==> src/rtl/mdio_pkg.sv <==
// Package: shared constants and types for the management master.
// Assumes a fixed 64-bit frame and 16-bit data words.
package mdio_pkg;
    localparam int FRAME_LEN  = 64;
    localparam int PRE_LEN    = 32;
    localparam int TA_IDX     = 46;
    localparam int TA_ACK_IDX = 47;
    localparam int RD_IDX     = 48;
    localparam int FLD_W      = 5;
    localparam int WORD_W     = 16;
    localparam int DIV_W      = 8;
    localparam int IDX_W      = $clog2(FRAME_LEN);

    localparam logic [1:0] W_CFG  = 2'd0;
    localparam logic [1:0] W_CTL  = 2'd1;
    localparam logic [1:0] W_DATA = 2'd2;
    localparam logic [1:0] W_PTR  = 2'd3;

    typedef enum logic [1:0] {
        FK_WRITE = 2'd0,
        FK_READ  = 2'd1,
        FK_ADDR  = 2'd2
    } frame_kind_e;

    typedef struct packed {
        frame_kind_e        kind;
        logic               c45;
        logic [FLD_W-1:0]   port;
        logic [FLD_W-1:0]   dev;
        logic [WORD_W-1:0]  data;
    } frame_req_t;
endpackage

==> src/rtl/mdio_clkgen.sv <==
// Module: management clock divider.
// While run is high, MDC toggles every max(half,1) system clocks, starting low.
// rise_tick/fall_tick mark the clock edge on which MDC goes high/low.
// Assumes half is stable while run is high.
module mdio_clkgen
    import mdio_pkg::*;
#(
    parameter int HW = DIV_W
) (
    input  logic          clk,
    input  logic          rst_n,
    input  logic          run,
    input  logic [HW-1:0] half,
    output logic          mdc,
    output logic          rise_tick,
    output logic          fall_tick
);
    logic [HW-1:0] cnt;
    logic [HW-1:0] lim;
    logic          wrap;

    // Effective half period, zero treated as one.
    always_comb lim = (half == '0) ? HW'(1) : half;

    // Toggle point of the divider.
    always_comb wrap = run && (cnt == lim - HW'(1));
    always_comb rise_tick = wrap && !mdc;
    always_comb fall_tick = wrap && mdc;

    // Divider counter and MDC flop; idle holds MDC low.
    always_ff @(posedge clk) begin
        if (!rst_n || !run) begin
            cnt <= '0;
            mdc <= 1'b0;
        end else if (wrap) begin
            cnt <= '0;
            mdc <= ~mdc;
        end else begin
            cnt <= cnt + HW'(1);
        end
    end

    // Checker state: cycles MDC has held its current level.
    logic          mdc_q;
    logic [HW:0]   hold;
    always_ff @(posedge clk) begin
        mdc_q <= mdc;
        if (!rst_n || !run)  hold <= '0;
        else if (mdc != mdc_q) hold <= (HW+1)'(1);
        else                 hold <= hold + (HW+1)'(1);
    end

    assert_mdc_half_R5: assert property (@(posedge clk) disable iff (!rst_n)
        run |-> (hold <= {1'b0, lim}));
endmodule

==> src/rtl/mdio_regs.sv <==
// Module: register file and frame request decode.
// Words: settings/status, target, data, pointer (byte address bits 3:2).
// Writes are accepted only while no frame is in progress; an accepted write
// to data, target-with-read, or pointer (extended mode) raises start.
module mdio_regs
    import mdio_pkg::*;
(
    input  logic              clk,
    input  logic              rst_n,
    input  logic              wr_en,
    input  logic [3:0]        addr,
    input  logic [31:0]       wdata,
    input  logic              busy,
    input  logic              rd_err,
    input  logic              fin,
    input  logic              fin_rd,
    input  logic [WORD_W-1:0] fin_word,
    output logic [31:0]       rdata,
    output logic [DIV_W-1:0]  half,
    output logic              neg,
    output logic              start,
    output frame_req_t        req
);
    logic [1:0]        word;
    logic              acc;
    logic              c45_q;
    logic [FLD_W-1:0]  port_q;
    logic [FLD_W-1:0]  dev_q;
    logic [WORD_W-1:0] data_q;
    logic [WORD_W-1:0] ptr_q;

    always_comb word = addr[3:2];
    always_comb acc  = wr_en && !busy;

    // Decode a frame request from the accepted write.
    always_comb begin
        start    = 1'b0;
        req.kind = FK_WRITE;
        req.c45  = c45_q;
        req.port = port_q;
        req.dev  = dev_q;
        req.data = data_q;
        if (acc) begin
            case (word)
                W_CTL: if (wdata[15]) begin
                    start    = 1'b1;
                    req.kind = FK_READ;
                    req.port = wdata[9:5];
                    req.dev  = wdata[4:0];
                end
                W_DATA: begin
                    start    = 1'b1;
                    req.data = wdata[WORD_W-1:0];
                end
                W_PTR: if (c45_q) begin
                    start    = 1'b1;
                    req.kind = FK_ADDR;
                    req.data = wdata[WORD_W-1:0];
                end
                default: ;
            endcase
        end
    end

    // Register storage; read results land in the data register at frame end.
    always_ff @(posedge clk) begin
        if (!rst_n) begin
            half   <= '0;
            c45_q  <= 1'b0;
            neg    <= 1'b0;
            port_q <= '0;
            dev_q  <= '0;
            data_q <= '0;
            ptr_q  <= '0;
        end else if (acc) begin
            case (word)
                W_CFG: begin
                    half  <= wdata[8 +: DIV_W];
                    c45_q <= wdata[6];
                    neg   <= wdata[23];
                end
                W_CTL: begin
                    port_q <= wdata[9:5];
                    dev_q  <= wdata[4:0];
                end
                W_DATA:  data_q <= wdata[WORD_W-1:0];
                default: ptr_q  <= wdata[WORD_W-1:0];
            endcase
        end else if (fin && fin_rd) begin
            data_q <= fin_word;
        end
    end

    // Read-back multiplexer.
    always_comb begin
        case (word)
            W_CFG:   rdata = {8'h00, neg, 7'h00, half, 1'b0, c45_q, 4'h0, rd_err, busy};
            W_CTL:   rdata = {22'h0, port_q, dev_q};
            W_DATA:  rdata = {16'h0, data_q};
            default: rdata = {16'h0, ptr_q};
        endcase
    end

    assert_busy_data_hold_R2: assert property (@(posedge clk) disable iff (!rst_n)
        (busy && wr_en && word == W_DATA && !fin) |=> (data_q == $past(data_q)));
    assert_busy_cfg_hold_R2: assert property (@(posedge clk) disable iff (!rst_n)
        (busy && wr_en && word == W_CFG) |=> (half == $past(half) && neg == $past(neg)));
endmodule

==> src/rtl/mdio_frame.sv <==
// Module: frame sequencer.
// Loads a 64-bit frame on start and shifts it out MSB first, one bit per
// MDC period. The output advances on the launch edge chosen by neg.
// Reads release the pin from the turnaround on, check the acknowledge bit
// and collect 16 bits. Assumes start arrives only while idle.
module mdio_frame
    import mdio_pkg::*;
(
    input  logic              clk,
    input  logic              rst_n,
    input  logic              start,
    input  frame_req_t        req,
    input  logic              neg,
    input  logic              rise_tick,
    input  logic              fall_tick,
    input  logic              mdio_i,
    output logic              busy,
    output logic              mdio_o,
    output logic              mdio_oe,
    output logic              rd_err,
    output logic              fin,
    output logic              fin_rd,
    output logic [WORD_W-1:0] fin_word
);
    logic [FRAME_LEN-1:0] shreg;
    logic [FRAME_LEN-1:0] frame;
    logic [IDX_W-1:0]     pcnt;
    logic [IDX_W-1:0]     disp;
    logic [IDX_W-1:0]     disp_nx;
    logic [WORD_W-1:0]    rx;
    logic                 is_read;
    logic                 last;
    logic                 launch;
    logic                 sample;

    // Assemble the frame image from the request.
    always_comb begin
        logic [1:0] st, op, ta;
        logic [WORD_W-1:0] dat;
        st  = req.c45 ? 2'b00 : 2'b01;
        case (req.kind)
            FK_READ: op = req.c45 ? 2'b11 : 2'b10;
            FK_ADDR: op = 2'b00;
            default: op = 2'b01;
        endcase
        ta  = (req.kind == FK_READ) ? 2'b11 : 2'b10;
        dat = (req.kind == FK_READ) ? '1 : req.data;
        frame = {{PRE_LEN{1'b1}}, st, op, req.port, req.dev, ta, dat};
    end

    // Edge qualification for output advance and input sampling.
    always_comb begin
        last     = (pcnt == IDX_W'(FRAME_LEN - 1));
        launch   = busy && (neg ? (fall_tick && !last) : (rise_tick && pcnt != '0));
        sample   = busy && (neg ? rise_tick : fall_tick);
        disp_nx  = disp + IDX_W'(1);
        fin      = busy && fall_tick && last;
        fin_rd   = is_read;
        fin_word = neg ? rx : {rx[WORD_W-2:0], mdio_i};
    end

    // Frame shifter, pin drive and period counting.
    always_ff @(posedge clk) begin
        if (!rst_n) begin
            busy    <= 1'b0;
            mdio_o  <= 1'b1;
            mdio_oe <= 1'b0;
            shreg   <= '0;
            pcnt    <= '0;
            disp    <= '0;
            is_read <= 1'b0;
        end else if (!busy) begin
            if (start) begin
                busy    <= 1'b1;
                shreg   <= frame;
                mdio_o  <= frame[FRAME_LEN-1];
                mdio_oe <= 1'b1;
                pcnt    <= '0;
                disp    <= '0;
                is_read <= (req.kind == FK_READ);
            end
        end else begin
            if (launch) begin
                shreg  <= shreg << 1;
                mdio_o <= shreg[FRAME_LEN-2];
                disp   <= disp_nx;
                if (is_read && disp_nx >= IDX_W'(TA_IDX)) mdio_oe <= 1'b0;
            end
            if (fall_tick) begin
                if (last) begin
                    busy    <= 1'b0;
                    mdio_o  <= 1'b1;
                    mdio_oe <= 1'b0;
                end else begin
                    pcnt <= pcnt + IDX_W'(1);
                end
            end
        end
    end

    // Read capture and acknowledge check; error cleared at frame start.
    always_ff @(posedge clk) begin
        if (!rst_n) begin
            rx     <= '0;
            rd_err <= 1'b0;
        end else if (!busy && start) begin
            rx     <= '0;
            rd_err <= 1'b0;
        end else if (sample && is_read) begin
            if (pcnt == IDX_W'(TA_ACK_IDX) && mdio_i) rd_err <= 1'b1;
            if (pcnt >= IDX_W'(RD_IDX)) rx <= {rx[WORD_W-2:0], mdio_i};
        end
    end

    assert_err_clear_at_start_R8: assert property (@(posedge clk) disable iff (!rst_n)
        $rose(busy) |-> !rd_err);
    assert_write_drives_pin_R3: assert property (@(posedge clk) disable iff (!rst_n)
        (busy && !is_read) |-> mdio_oe);
    assert_release_holds_R7: assert property (@(posedge clk) disable iff (!rst_n)
        (busy && !mdio_oe) |=> (!mdio_oe || !busy));
endmodule

==> src/rtl/mdio_master.sv <==
// Module: top of the management master.
// Ties the register file, clock divider and frame sequencer together.
// The divider runs only while a frame is in progress.
module mdio_master
    import mdio_pkg::*;
(
    input  logic        clk,
    input  logic        rst_n,
    input  logic        reg_wr,
    input  logic [3:0]  reg_addr,
    input  logic [31:0] reg_wdata,
    output logic [31:0] reg_rdata,
    output logic        mdc,
    output logic        mdio_o,
    output logic        mdio_oe,
    input  logic        mdio_i
);
    logic              busy, rd_err, fin, fin_rd, start, neg;
    logic              rise_tick, fall_tick;
    logic [DIV_W-1:0]  half;
    logic [WORD_W-1:0] fin_word;
    frame_req_t        req;

    mdio_regs u_regs (
        .clk(clk), .rst_n(rst_n), .wr_en(reg_wr), .addr(reg_addr), .wdata(reg_wdata),
        .busy(busy), .rd_err(rd_err), .fin(fin), .fin_rd(fin_rd), .fin_word(fin_word),
        .rdata(reg_rdata), .half(half), .neg(neg), .start(start), .req(req)
    );

    mdio_clkgen #(.HW(DIV_W)) u_clk (
        .clk(clk), .rst_n(rst_n), .run(busy), .half(half),
        .mdc(mdc), .rise_tick(rise_tick), .fall_tick(fall_tick)
    );

    mdio_frame u_frame (
        .clk(clk), .rst_n(rst_n), .start(start), .req(req), .neg(neg),
        .rise_tick(rise_tick), .fall_tick(fall_tick), .mdio_i(mdio_i),
        .busy(busy), .mdio_o(mdio_o), .mdio_oe(mdio_oe), .rd_err(rd_err),
        .fin(fin), .fin_rd(fin_rd), .fin_word(fin_word)
    );

    assert_start_sets_busy_R2: assert property (@(posedge clk) disable iff (!rst_n)
        start |=> busy);
    assert_mdc_idle_low_R5: assert property (@(posedge clk) disable iff (!rst_n)
        !busy |-> !mdc);
    assert_neg_launch_edge_R6: assert property (@(posedge clk) disable iff (!rst_n)
        (busy && $past(busy) && neg && !$stable(mdio_o)) |-> $fell(mdc));
    assert_pos_launch_edge_R6: assert property (@(posedge clk) disable iff (!rst_n)
        (busy && $past(busy) && !neg && !$stable(mdio_o)) |-> $rose(mdc));
endmodule

==> config.mk <==
export PLATFORM = sky130hd
export DESIGN_NAME = mdio_master
export DESIGN_NICKNAME = d
export VERILOG_FILES = /design/src/rtl/mdio_pkg.sv /design/src/rtl/mdio_clkgen.sv /design/src/rtl/mdio_regs.sv /design/src/rtl/mdio_frame.sv /design/src/rtl/mdio_master.sv
export SDC_FILE = /design/constraint.sdc
export NUM_CORES = 1
export LEC_CHECK = 0
export ABC_AREA = 1
export BUFFER_PORTS_ARGS = -buffer_cell sky130_fd_sc_hd__buf_2
export CAP_MARGIN = 20
export CORE_MARGIN = 2
export CORE_UTILIZATION = 54
export CTS_CLUSTER_DIAMETER = 100
export CTS_CLUSTER_SIZE = 12
export DETAILED_ROUTE_END_ITERATION = 10
export HOLD_SLACK_MARGIN = 0.03
export PLACE_DENSITY = 0.76
export SKIP_LAST_GASP = 1
export SLEW_MARGIN = 10
export SYNTH_ARGS = -nofsm -noshare
export SYNTH_HDL_FRONTEND = slang
export SYNTH_SLANG_ARGS = --single-unit
==> constraint.sdc <==
create_clock -name clk -period 2.3 [get_ports clk]
set_input_delay 0.115 -clock clk [delete_from_list [all_inputs] [get_ports clk]]
set_output_delay 0.115 -clock clk [all_outputs]
set_load 0.01 [all_outputs]
==> results of run 1 <==
## sequential cells by signal, summed over array words and instances (netlist names)
signal           count
u_clk.cnt            8
u_clk.mdc            1
u_frame.busy         1
u_frame.disp         6
u_frame.fin_rd       1
u_frame.mdio_o       1
u_frame.mdio_oe      1
u_frame.pcnt         6
u_frame.rd_err       1
u_frame.rx          16
u_frame.shreg       63
u_regs.c45_q         1
u_regs.data_q       16
u_regs.dev_q         5
u_regs.half          8
u_regs.neg           1
u_regs.port_q        5
u_regs.ptr_q        16
## timing repair
item / in CTS / in global routing
pin swaps: 18 / 75
resized for setup: 46 / 198
hold buffers: 17 / 0
buffers inserted: 24 / 10
cloned: 12 / 9
endpoints found under the setup margin: 110 / 120
endpoints found under the hold margin: 28 / 0
## through the flow
stage	setup TNS, ns	cells	power, mW
5_1_grt	-56.01	1532	7.50
3_3_place_gp	-18.35	1440	3.98
6_report	-37.47	1532	7.24
3_5_place_dp	-23.03	1440	4.00
4_1_cts	-24.62	1522	6.96
2_1_floorplan	-4.97	1237	3.71
## synth_stat cells (all sizes together)
| cell | count | area, um2 |
|---|---|---|
| ha | 6 | 75.1 |
| conb | 1 | 3.75 |
| a21boi | 1 | 7.51 |
| nor3b | 2 | 15.0 |
| inv | 107 | 402 |
| a221oi | 2 | 17.5 |
| nand3b | 2 | 18.8 |
| nand2 | 298 | 1120 |
| nand3 | 48 | 255 |
| o2111ai | 2 | 17.5 |
| a211oi | 8 | 60.1 |
| nor3 | 5 | 30.0 |
| o22ai | 13 | 81.3 |
| o211ai | 3 | 22.5 |
| nand4 | 9 | 62.6 |
| xnor2 | 4 | 35.0 |
| nor4b | 1 | 8.76 |
| or2 | 1 | 6.26 |
| buf | 45 | 335 |
| a21oi | 62 | 310 |
| clkinv | 15 | 56.3 |
| clkbuf | 39 | 146 |
| o21ai | 132 | 661 |
| nor2 | 226 | 866 |
| xor2 | 12 | 105 |
| and2 | 1 | 6.26 |
| a31oi | 2 | 12.5 |
| dfxtp | 157 | 3140 |
| o221ai | 19 | 166 |
## logic make-up (layout without fill, tap and decap cells)
group,count (synthesis),in the layout
buffers and inverters,206,316
AO/OA/AOI/OAI,244,244
AND/OR/NAND/NOR,593,594
other,1,15
XOR/XNOR,16,16
flip-flops,157,157
adder cells (fa/ha/maj),6,6
## where the power goes
group,switching (mW),internal [mW],total [mW]
combinational,0.844,0.613,1.46
sequential,0.0940,2.86,2.96
clock,1.20,1.62,2.82
total,2.14,5.10,7.24
## worst paths after layout
path	from	to	slack [ns]
max	u_regs.half[1]	u_frame.rx[0]	-0.44
min reg2reg	u_regs.ptr_q[13]	u_regs.ptr_q[13]	0.46
min	reg_wdata[15]	u_regs.ptr_q[15]	0.05
max reg2reg	u_regs.half[1]	u_frame.rx[0]	-0.44
## cells in the final DEF, fill, tap and decap left out, drive strengths merged, types with 3 or more instances in the layout
cell	count
a211oi	8
a21oi	62
buf	135
clkbuf	29
clkinv	15
clkinvlp	3
conb	15
dfxtp	157
dlygate4sd3	17
ha	6
inv	115
nand2	298
nand3	49
nand4	9
nor2	226
nor3	5
o211ai	3
o21ai	132
o221ai	19
o22ai	13
xnor2	4
xor2	12
## layout make-up
| class | count | share of cell area, % |
|---|---|---|
| timing repair buffer | 163 | 15.3 |
| clock inverter | 13 | 1.31 |
| sequential | 157 | 29.3 |
| tap | 184 | 2.14 |
| multi-input combinational | 875 | 43.7 |
| clock buffer | 18 | 4.08 |
| inverter | 122 | 4.25 |
## worst max-delay path: stages (launching register included)
cell and delay, ns:
dfxtp_2 0.33, nor2_4 0.11, nand2_2 0.06, buf_4 0.13
buf_4 0.12, buf_4 0.13, buf_4 0.13, inv_2 0.06
nand2_2 0.08, nand3_1 0.10, nand2_1 0.07, nor2_2 0.09
nand3_2 0.11, nor2_4 0.22, nand2_1 0.08, nand2_1 0.09
nand4_1 0.17, buf_4 0.20, clkbuf_16 0.16, nand2_2 0.06
nand2_2 0.05, nor2_2 0.10
## routing by layer
layer	wire, um	global-route usage, %
met3	1910	6.88
met1	10200	37.1
met4	918	13.1
met5	0	0
met2	12600	49.4
==> flow_metrics.tcl, run 1 <==
set metrics [dict create \
    synth_mux_area_share_pct 0 \
    syn_avg_cell_area_um2 6.58 \
    fin_crit_sh_pct 119 \
    cts_made_buffers 17 \
    worst_setup_path_end_kind "register" \
    slew_violations 0 \
    cts_root_buffer "clkbuf_16" \
    h-tree-depth 4 \
    multiInputGateArea_mm2 0.00470 \
    gp_congestion 0.862 \
    syn_area_mm2 0.00805 \
    cts_max_path_buffers 2 \
    num_rows 44 \
    viasPerCell 5.67 \
    drtIter0Drc 1040 \
    r2r_cells 21 \
    dpl.hpwl_um 14300 \
    finalClockSkew_ns 0.00854 \
    setup_ws_ns -0.438 \
    hold_class "in2reg" \
    grt_overflow 0 \
    drc 0 \
    synth_cell_type_count 41 \
    drt-pass1-iter-count 6 \
    synth_cells 1223 \
    yosys.area_share.simple_pct 29.7 \
    final-seq-area_mm2 0.00315 \
    crit_type "reg2reg" \
    initial_utilization_pct 55.4 \
    peakVddDrop_v 0.000675 \
    grt_pass1_wl_um 38300 \
    core-area_mm2 0.0145 \
    areaGrowthSynthToFinish_pct 33.8 \
    die_y_um 126 \
    max_freq_mhz 365 \
    synth-compound-area-share_pct 16.9 \
    synth-adder-area-share_pct 0.933 \
    cts_tree "done" \
    holdWs_ns 0.0492 \
    violations "setup timing" \
    port-buffer-count 42 \
    hold_violations 0 \
    start_kind "register" \
    antenna_found_initial 0 \
    die_w_um 126 \
    clkLatencyLatePin_ns 0.44 \
    cts_sinks 157 \
    synthXorXnorAreaFrac_pct 1.74 \
    grt_pass1_vias 7948 \
    placed_area_mm2 0.00864 \
    io_pins 75 \
    worstMarginPinSlew_ns 0.613 \
    power_density_mw_per_mm2 672 \
    dieArea_mm2 0.0159 \
    grt_max_degree 61 \
    antenna_cells 0 \
    finalCriticalPeriod_ns 2.74 \
    routed_wl_um 25600 \
    rsz0062_at_grt "yes" \
    maxCapViolCount 0 \
    finalSetupViolCount 111 \
    final_core_util_pct 74.1 \
    yosysSeqAreaShare_pct 39.1 \
    antenna_left 0 \
    worstHoldPathCells 3 \
    drive_gt1_share_pct 27.7 \
    clk_pin_slew_ns 0.07 \
    ys_ff_latch 157 \
    fin_nets 1382 \
    ys_warn_count 0 \
    path_max_fanout 8 \
    slew_headroom_pct 59.1 \
    outcome "finished with violations" \
    synth_top_family_by_area "simple AND/OR/NAND/NOR gates" \
    dr_total_vias 8679 \
    arrival_ns 3.12 \
    post-place-ws_ns -0.325 \
    avgRoutedWirePerCell_um 16.7 \
    crit_required_ns 2.68 \
    fillCellCount 1010 \
    power.leakage_nw 5.01 \
    final_area_mm2 0.0108 \
    track_usage_pct 29.8 \
]
(Power assumes the default switching activity.)
==> run 2: changes to the inputs <==
--- a/config.mk
+++ b/config.mk
@@ -5,7 +5,6 @@
 export SDC_FILE = /design/constraint.sdc
 export NUM_CORES = 1
 export LEC_CHECK = 0
-export ABC_AREA = 1
 export BUFFER_PORTS_ARGS = -buffer_cell sky130_fd_sc_hd__buf_2
 export CAP_MARGIN = 20
 export CORE_MARGIN = 2
@@ -15,6 +14,7 @@
 export DETAILED_ROUTE_END_ITERATION = 10
 export HOLD_SLACK_MARGIN = 0.03
 export PLACE_DENSITY = 0.76
+export SETUP_SLACK_MARGIN = 0.02
 export SKIP_LAST_GASP = 1
 export SLEW_MARGIN = 10
 export SYNTH_ARGS = -nofsm -noshare
==> flow_metrics.tcl, run 2 <==
set metrics [dict create \
    dr_total_vias 7276 \
    arrival_ns 3.19 \
    ys_warn_count 0 \
    grt_max_degree 52 \
    h-tree-depth 4 \
    setup_ws_ns -0.549 \
    cpPeakStageDelay_ns 0.34 \
    antenna_cells 0 \
    maxCapViolCount 0 \
    r2r_cells 12 \
    power_switching_mw 1.78 \
    areaGrowthSynthToFinish_pct 20.1 \
    worstHoldPathCells 5 \
    gp_congestion 0.860 \
    synthTopCellsByArea "dfxtp_1 39%, mux2i_1 7.0%, nand2_1 6.9%" \
    internal-power_mw 5.04 \
    yosys_most_used_dff "dfxtp_1" \
    synthArstFlopShare_pct 0 \
    cts_sinks 157 \
    yosysMostFrequentCell "dfxtp_1" \
    dpl.hpwl_um 13600 \
    dieArea_mm2 0.0161 \
    synth.top_cell.area_share_pct 38.5 \
    layout_common_cells "156 x dfxtp_1, 148 x nand2_1, 66 x nand3_1, 65 x a21oi_1, 56 x mux2i_1" \
    synth_top_cell_by_area "dfxtp_1" \
    core-area_mm2 0.0146 \
    synth_cell_type_count 66 \
    finalClockSkew_ns 0.0160 \
    syn_area_mm2 0.00816 \
    cts_max_path_buffers 2 \
    rsz0062_at_grt "yes" \
    crit_required_ns 2.64 \
    ff2ff_setup_slack_ns -0.55 \
    final_common_cell "dfxtp_1" \
    worstHoldStart "reg_wr" \
    cp_slowest_cell "dfxtp_2" \
    drc 0 \
    comb_power_share_pct 12.7 \
    violations "setup timing" \
    cts_tree "done" \
    finalCriticalPeriod_ns 2.85 \
    antenna_found_initial 0 \
    crit_type "reg2reg" \
    cts_root_buffer "clkbuf_16" \
    io_pins 75 \
    ys_ff_latch 157 \
    synth_edf_count 0 \
    drive_gt1_share_pct 23.4 \
    port-buffer-count 42 \
    cts_made_buffers 17 \
    syn_avg_cell_area_um2 8.79 \
    largest_reg_flops 63 \
    clkLatencyLatePin_ns 0.43 \
    fin_crit_sh_pct 124 \
    slew_headroom_pct 35.3 \
    drt-pass1-iter-count 5 \
    antenna_left 0 \
    track_usage_pct 26.6 \
    die_w_um 127 \
    num_rows 44 \
    hold_class "in2reg" \
    viasPerCell 6.11 \
    path_max_fanout 10 \
    post-place-ws_ns -0.455 \
    slew_violations 0 \
    die_y_um 127 \
    grt_overflow 0 \
    avgRoutedWirePerCell_um 18.1 \
    worstReg2RegStart "u_regs.half[5]" \
    drtIter0Drc 673 \
    synth_cells 928 \
    worstMarginPinSlew_ns 0.966 \
    initial_utilization_pct 55.7 \
    worst_setup_path_end_kind "register" \
    fin_nets 1039 \
    peakVddDrop_v 0.000623 \
    outcome "finished with violations" \
    finalSetupViolCount 120 \
    largest_register "u_frame.shreg" \
    p_sw_share_pct 26.1 \
    start_kind "register" \
    yosysSeqAreaShare_pct 38.5 \
    grt_pass1_wl_um 34700 \
    power_density_mw_per_mm2 696 \
    min_to "u_regs.neg" \
    crit_chain "nor2_4 -> nor4b_4 -> a21oi_2 -> ha_1 -> xor2_1 -> o21ai_2 -> nor4b_4 -> and4_4 -> and3_4 -> buf_12 -> nor2_2 -> o31ai_1" \
    max_freq_mhz 351 \
    yosys-top-cells-count "157 x dfxtp_1, 149 x nand2_1, 68 x a21oi_1" \
    clk_pin_slew_ns 0.07 \
    hold_violations 0 \
    grt_pass1_vias 6793 \
    routed_wl_um 21500 \
    p_total_mw 6.82 \
    r2r_end "u_frame.disp[1]" \
    crit_top_cell "nor4b_4" \
    power.leakage_nw 4.00 \
    p_seq_share_pct 42.3 \
    clkPwrFrac_pct 45.1 \
]
run 2: repair_timing:
action | in CTS | in global routing
resized for setup | 21 | 11
gates cloned | 1 | 3
pin swaps | 10 | 18
setup endpoints to repair | 120 | 120
buffers inserted | 4 | 5
hold endpoints to repair | 37 | 0
hold buffers | 18 | 0
run 2: kinds of logic after synthesis:
logic type / share of synthesized area (%)
simple gates: 21.1
xor+xnor: 2.04
mux: 9.20
fa+ha+maj: 0.920
other cells: 0.0460
buf+inv: 7.36
flops: 38.5
compound gates: 20.8
run 2: area by class of cell:
type                       count  area, um2
fill                        1131       4850
multi-input combinational    673       4580
sequential                   157       3140
timing repair buffer         134       1160
clock buffer                  18        439
tap                          184        230
clock inverter                14        206
inverter                      10       37.5
run 2: power by group through the flow:
stage,Combinational (mW),Sequential (mW),Clock (mW)
floorplan,0.568,2.92,0
CTS,0.828,2.88,3.10
global placement,0.765,2.94,0
global route,0.929,2.89,3.24
detailed placement,0.778,2.94,0
finish,0.863,2.88,3.07
run 2: worst max-delay path, delay by kind of cell (launching register included):
| kind | cells | cell delay, ns |
|---|---|---|
| AOI/OAI and AO/OA | 3 | 0.44 |
| xor gates and xnor gates | 1 | 0.18 |
| adders and majority gates | 1 | 0.29 |
| buffers and inverters | 1 | 0.15 |
| DFF | 1 | 0.34 |
| and+or+nand+nor | 6 | 1.36 |
run 2: metal layers:
| metal | share of wire [%] | track usage (%) |
|---|---|---|
| met1 | 45 | 35.7 |
| met2 | 48 | 43.0 |
| met3 | 5.0 | 5.02 |
| met4 | 2.3 | 9.70 |
| met5 | 0 | 0 |
run 2: per-stage QoR:
| stage | instances | utilization [%] | TNS [ns] | hold WS (ns) | cell area, um2 |
|---|---|---|---|---|---|
| 3_3_place_gp | 1128 | 59.2 | -35.88 | 0.369 | 8670 |
| 3_5_place_dp | 1128 | 59.2 | -45.84 | 0.382 | 8670 |
| 5_1_grt | 1190 | 66.9 | -74.63 | 0.204 | 9800 |
| 4_1_cts | 1183 | 65.9 | -42.63 | 0.153 | 9650 |
| 6_report | 1190 | 66.9 | -55.46 | 0.167 | 9800 |
| 2_1_floorplan | 942 | - | -37.41 | 0.251 | 8270 |
run 2: how the worst max path moves through the flow:
stage	start	to	slack [ns]	cells after the start
floorplan	u_regs.half[4]	u_frame.rx[10]	-0.43	14
global placement	u_regs.half[5]	u_frame.shreg[16]	-0.38	12
detailed placement	u_regs.half[5]	u_frame.shreg[16]	-0.46	12
CTS	u_regs.half[5]	u_frame.disp[1]	-0.43	12
global route	u_regs.half[5]	u_frame.shreg[55]	-0.69	13
finish	u_regs.half[5]	u_frame.disp[1]	-0.55	12
==> run 3: changes to the inputs <==
--- a/config.mk
+++ b/config.mk
@@ -10,10 +10,9 @@
 export CORE_MARGIN = 2
 export CORE_UTILIZATION = 54
 export CTS_CLUSTER_DIAMETER = 100
-export CTS_CLUSTER_SIZE = 12
 export DETAILED_ROUTE_END_ITERATION = 10
 export HOLD_SLACK_MARGIN = 0.03
-export PLACE_DENSITY = 0.76
+export PLACE_DENSITY_LB_ADDON = 0.2
 export SETUP_SLACK_MARGIN = 0.02
 export SKIP_LAST_GASP = 1
 export SLEW_MARGIN = 10
==> flow_metrics.tcl, run 3 (synthesis results as in run 2) <==
set metrics [dict create \
    grt_max_degree 70 \
    clkLatencyLatePin_ns 0.43 \
    cts_made_buffers 17 \
    track_usage_pct 26.2 \
    drc 0 \
    core-area_mm2 0.0146 \
    hold_class "in2reg" \
    gp_congestion 0.822 \
    max_freq_mhz 359 \
    grt_pass1_wl_um 34200 \
    layout_common_cells "156 x dfxtp_1, 148 x nand2_1, 66 x nand3_1, 65 x a21oi_1, 56 x mux2i_1" \
    drt-pass1-iter-count 5 \
    antenna_left 0 \
    final_common_cell "dfxtp_1" \
    met1_length_um 9590 \
    rsz0062_at_grt "yes" \
    slew_violations 0 \
    top_layer "met4" \
    post-place-ws_ns -0.478 \
    arrival_ns 3.10 \
    largest_reg_flops 63 \
    die_y_um 127 \
    dpl.hpwl_um 13900 \
    finalCriticalPeriod_ns 2.78 \
    violations "setup timing" \
    cts_tree "done" \
    antenna_found_initial 0 \
    grt_pass1_vias 6690 \
    slew_headroom_pct 27.8 \
    io_pins 75 \
    finalSetupViolCount 118 \
    initial_utilization_pct 55.7 \
    dieArea_mm2 0.0161 \
    path_max_fanout 8 \
    crit_type "reg2reg" \
    maxCapViolCount 0 \
    die_w_um 127 \
    power.leakage_nw 3.95 \
    outcome "finished with violations" \
    viasPerCell 6.07 \
    fin_crit_sh_pct 121 \
    clk_pin_slew_ns 0.07 \
    h-tree-depth 4 \
    setup_ws_ns -0.484 \
    routed_wl_um 21400 \
    cts_root_buffer "clkbuf_16" \
    drtIter0Drc 653 \
    wl_met2_um 10200 \
    cts_max_path_buffers 2 \
    finalClockSkew_ns 0.00772 \
    worst_setup_path_end_kind "register" \
    num_rows 44 \
    areaGrowthSynthToFinish_pct 18.7 \
    worstMarginPinSlew_ns 1.08 \
    crit_required_ns 2.62 \
    peakVddDrop_v 0.000512 \
    cts_sinks 157 \
    largest_register "u_frame.shreg" \
    drive_gt1_share_pct 22.5 \
    antenna_cells 0 \
    dr_total_vias 7217 \
    holdWs_ns 0.159 \
    wl_met3_um 1220 \
    start_kind "register" \
    grt_overflow 0 \
    avgRoutedWirePerCell_um 18.0 \
    port-buffer-count 42 \
    fin_nets 1037 \
    power_density_mw_per_mm2 687 \
    hold_violations 0 \
]
run 3: power breakdown:
group / switching, mW / internal (mW)
combinational: 0.500 / 0.347
sequential: 0.0616 / 2.82
clock: 1.20 / 1.72
total: 1.76 / 4.89
run 3: final cells by class:
class                   count  area, um2
repair buffers            132       1110
clock inverters            15        186
fillers                  1201       4960
clock buffers              17        425
inverters                  10       37.5
multi-input cells         673       4550
flip-flops and latches    157       3140
well taps                 184        230
run 3: through the flow:
stage / util, % / TNS, ns / cells / total power, mW / instance area, um2
after floorplan: - / -37.41 / 942 / 3.49 / 8270
after global placement: 59.6 / -40.68 / 1130 / 3.71 / 8720
after detailed placement: 59.6 / -46.26 / 1130 / 3.72 / 8720
after CTS: 65.5 / -44.40 / 1183 / 6.66 / 9590
after global routing: 66.1 / -66.37 / 1188 / 6.88 / 9680
final: 66.1 / -46.53 / 1188 / 6.65 / 9680
run 3: worst paths after layout:
path | startpoint | endpoint | slack (ns) | depth (start not counted)
hold / removal | reg_addr[3] | u_frame.shreg[28] | 0.16 | 4
setup / recovery | u_regs.half[5] | u_frame.rx[9] | -0.48 | 13
hold reg to reg | u_regs.ptr_q[7] | u_regs.ptr_q[7] | 0.46 | 2
setup reg to reg | u_regs.half[5] | u_frame.rx[9] | -0.48 | 13
run 3: worst max-delay path, cell delays in order (launching register included):
cell and delay [ns]:
dfxtp_2 0.33, nor2_4 0.11, nor4b_4 0.24, a21oi_2 0.09
ha_1 0.31, xor2_1 0.16, o21ai_2 0.09, nor4b_4 0.28
and4_4 0.34, buf_6 0.13, nand4_4 0.15, clkbuf_16 0.22
mux2i_1 0.16, nor2_1 0.05
run 3: layer usage:
metal / vias up / global-route usage [%]
li1: 3474 / -
met3: 35 / 4.93
met1: 3473 / 35.3
met2: 235 / 42.3
met5: - / 0
met4: 0 / 9.37
run 3: what timing repair did:
item	in CTS	in global routing
cloned	0	1
hold endpoints to repair	40	0
endpoints found under the setup margin	120	120
resized for setup	14	8
buffers inserted	2	4
hold buffers	19	0
pin swaps	15	12
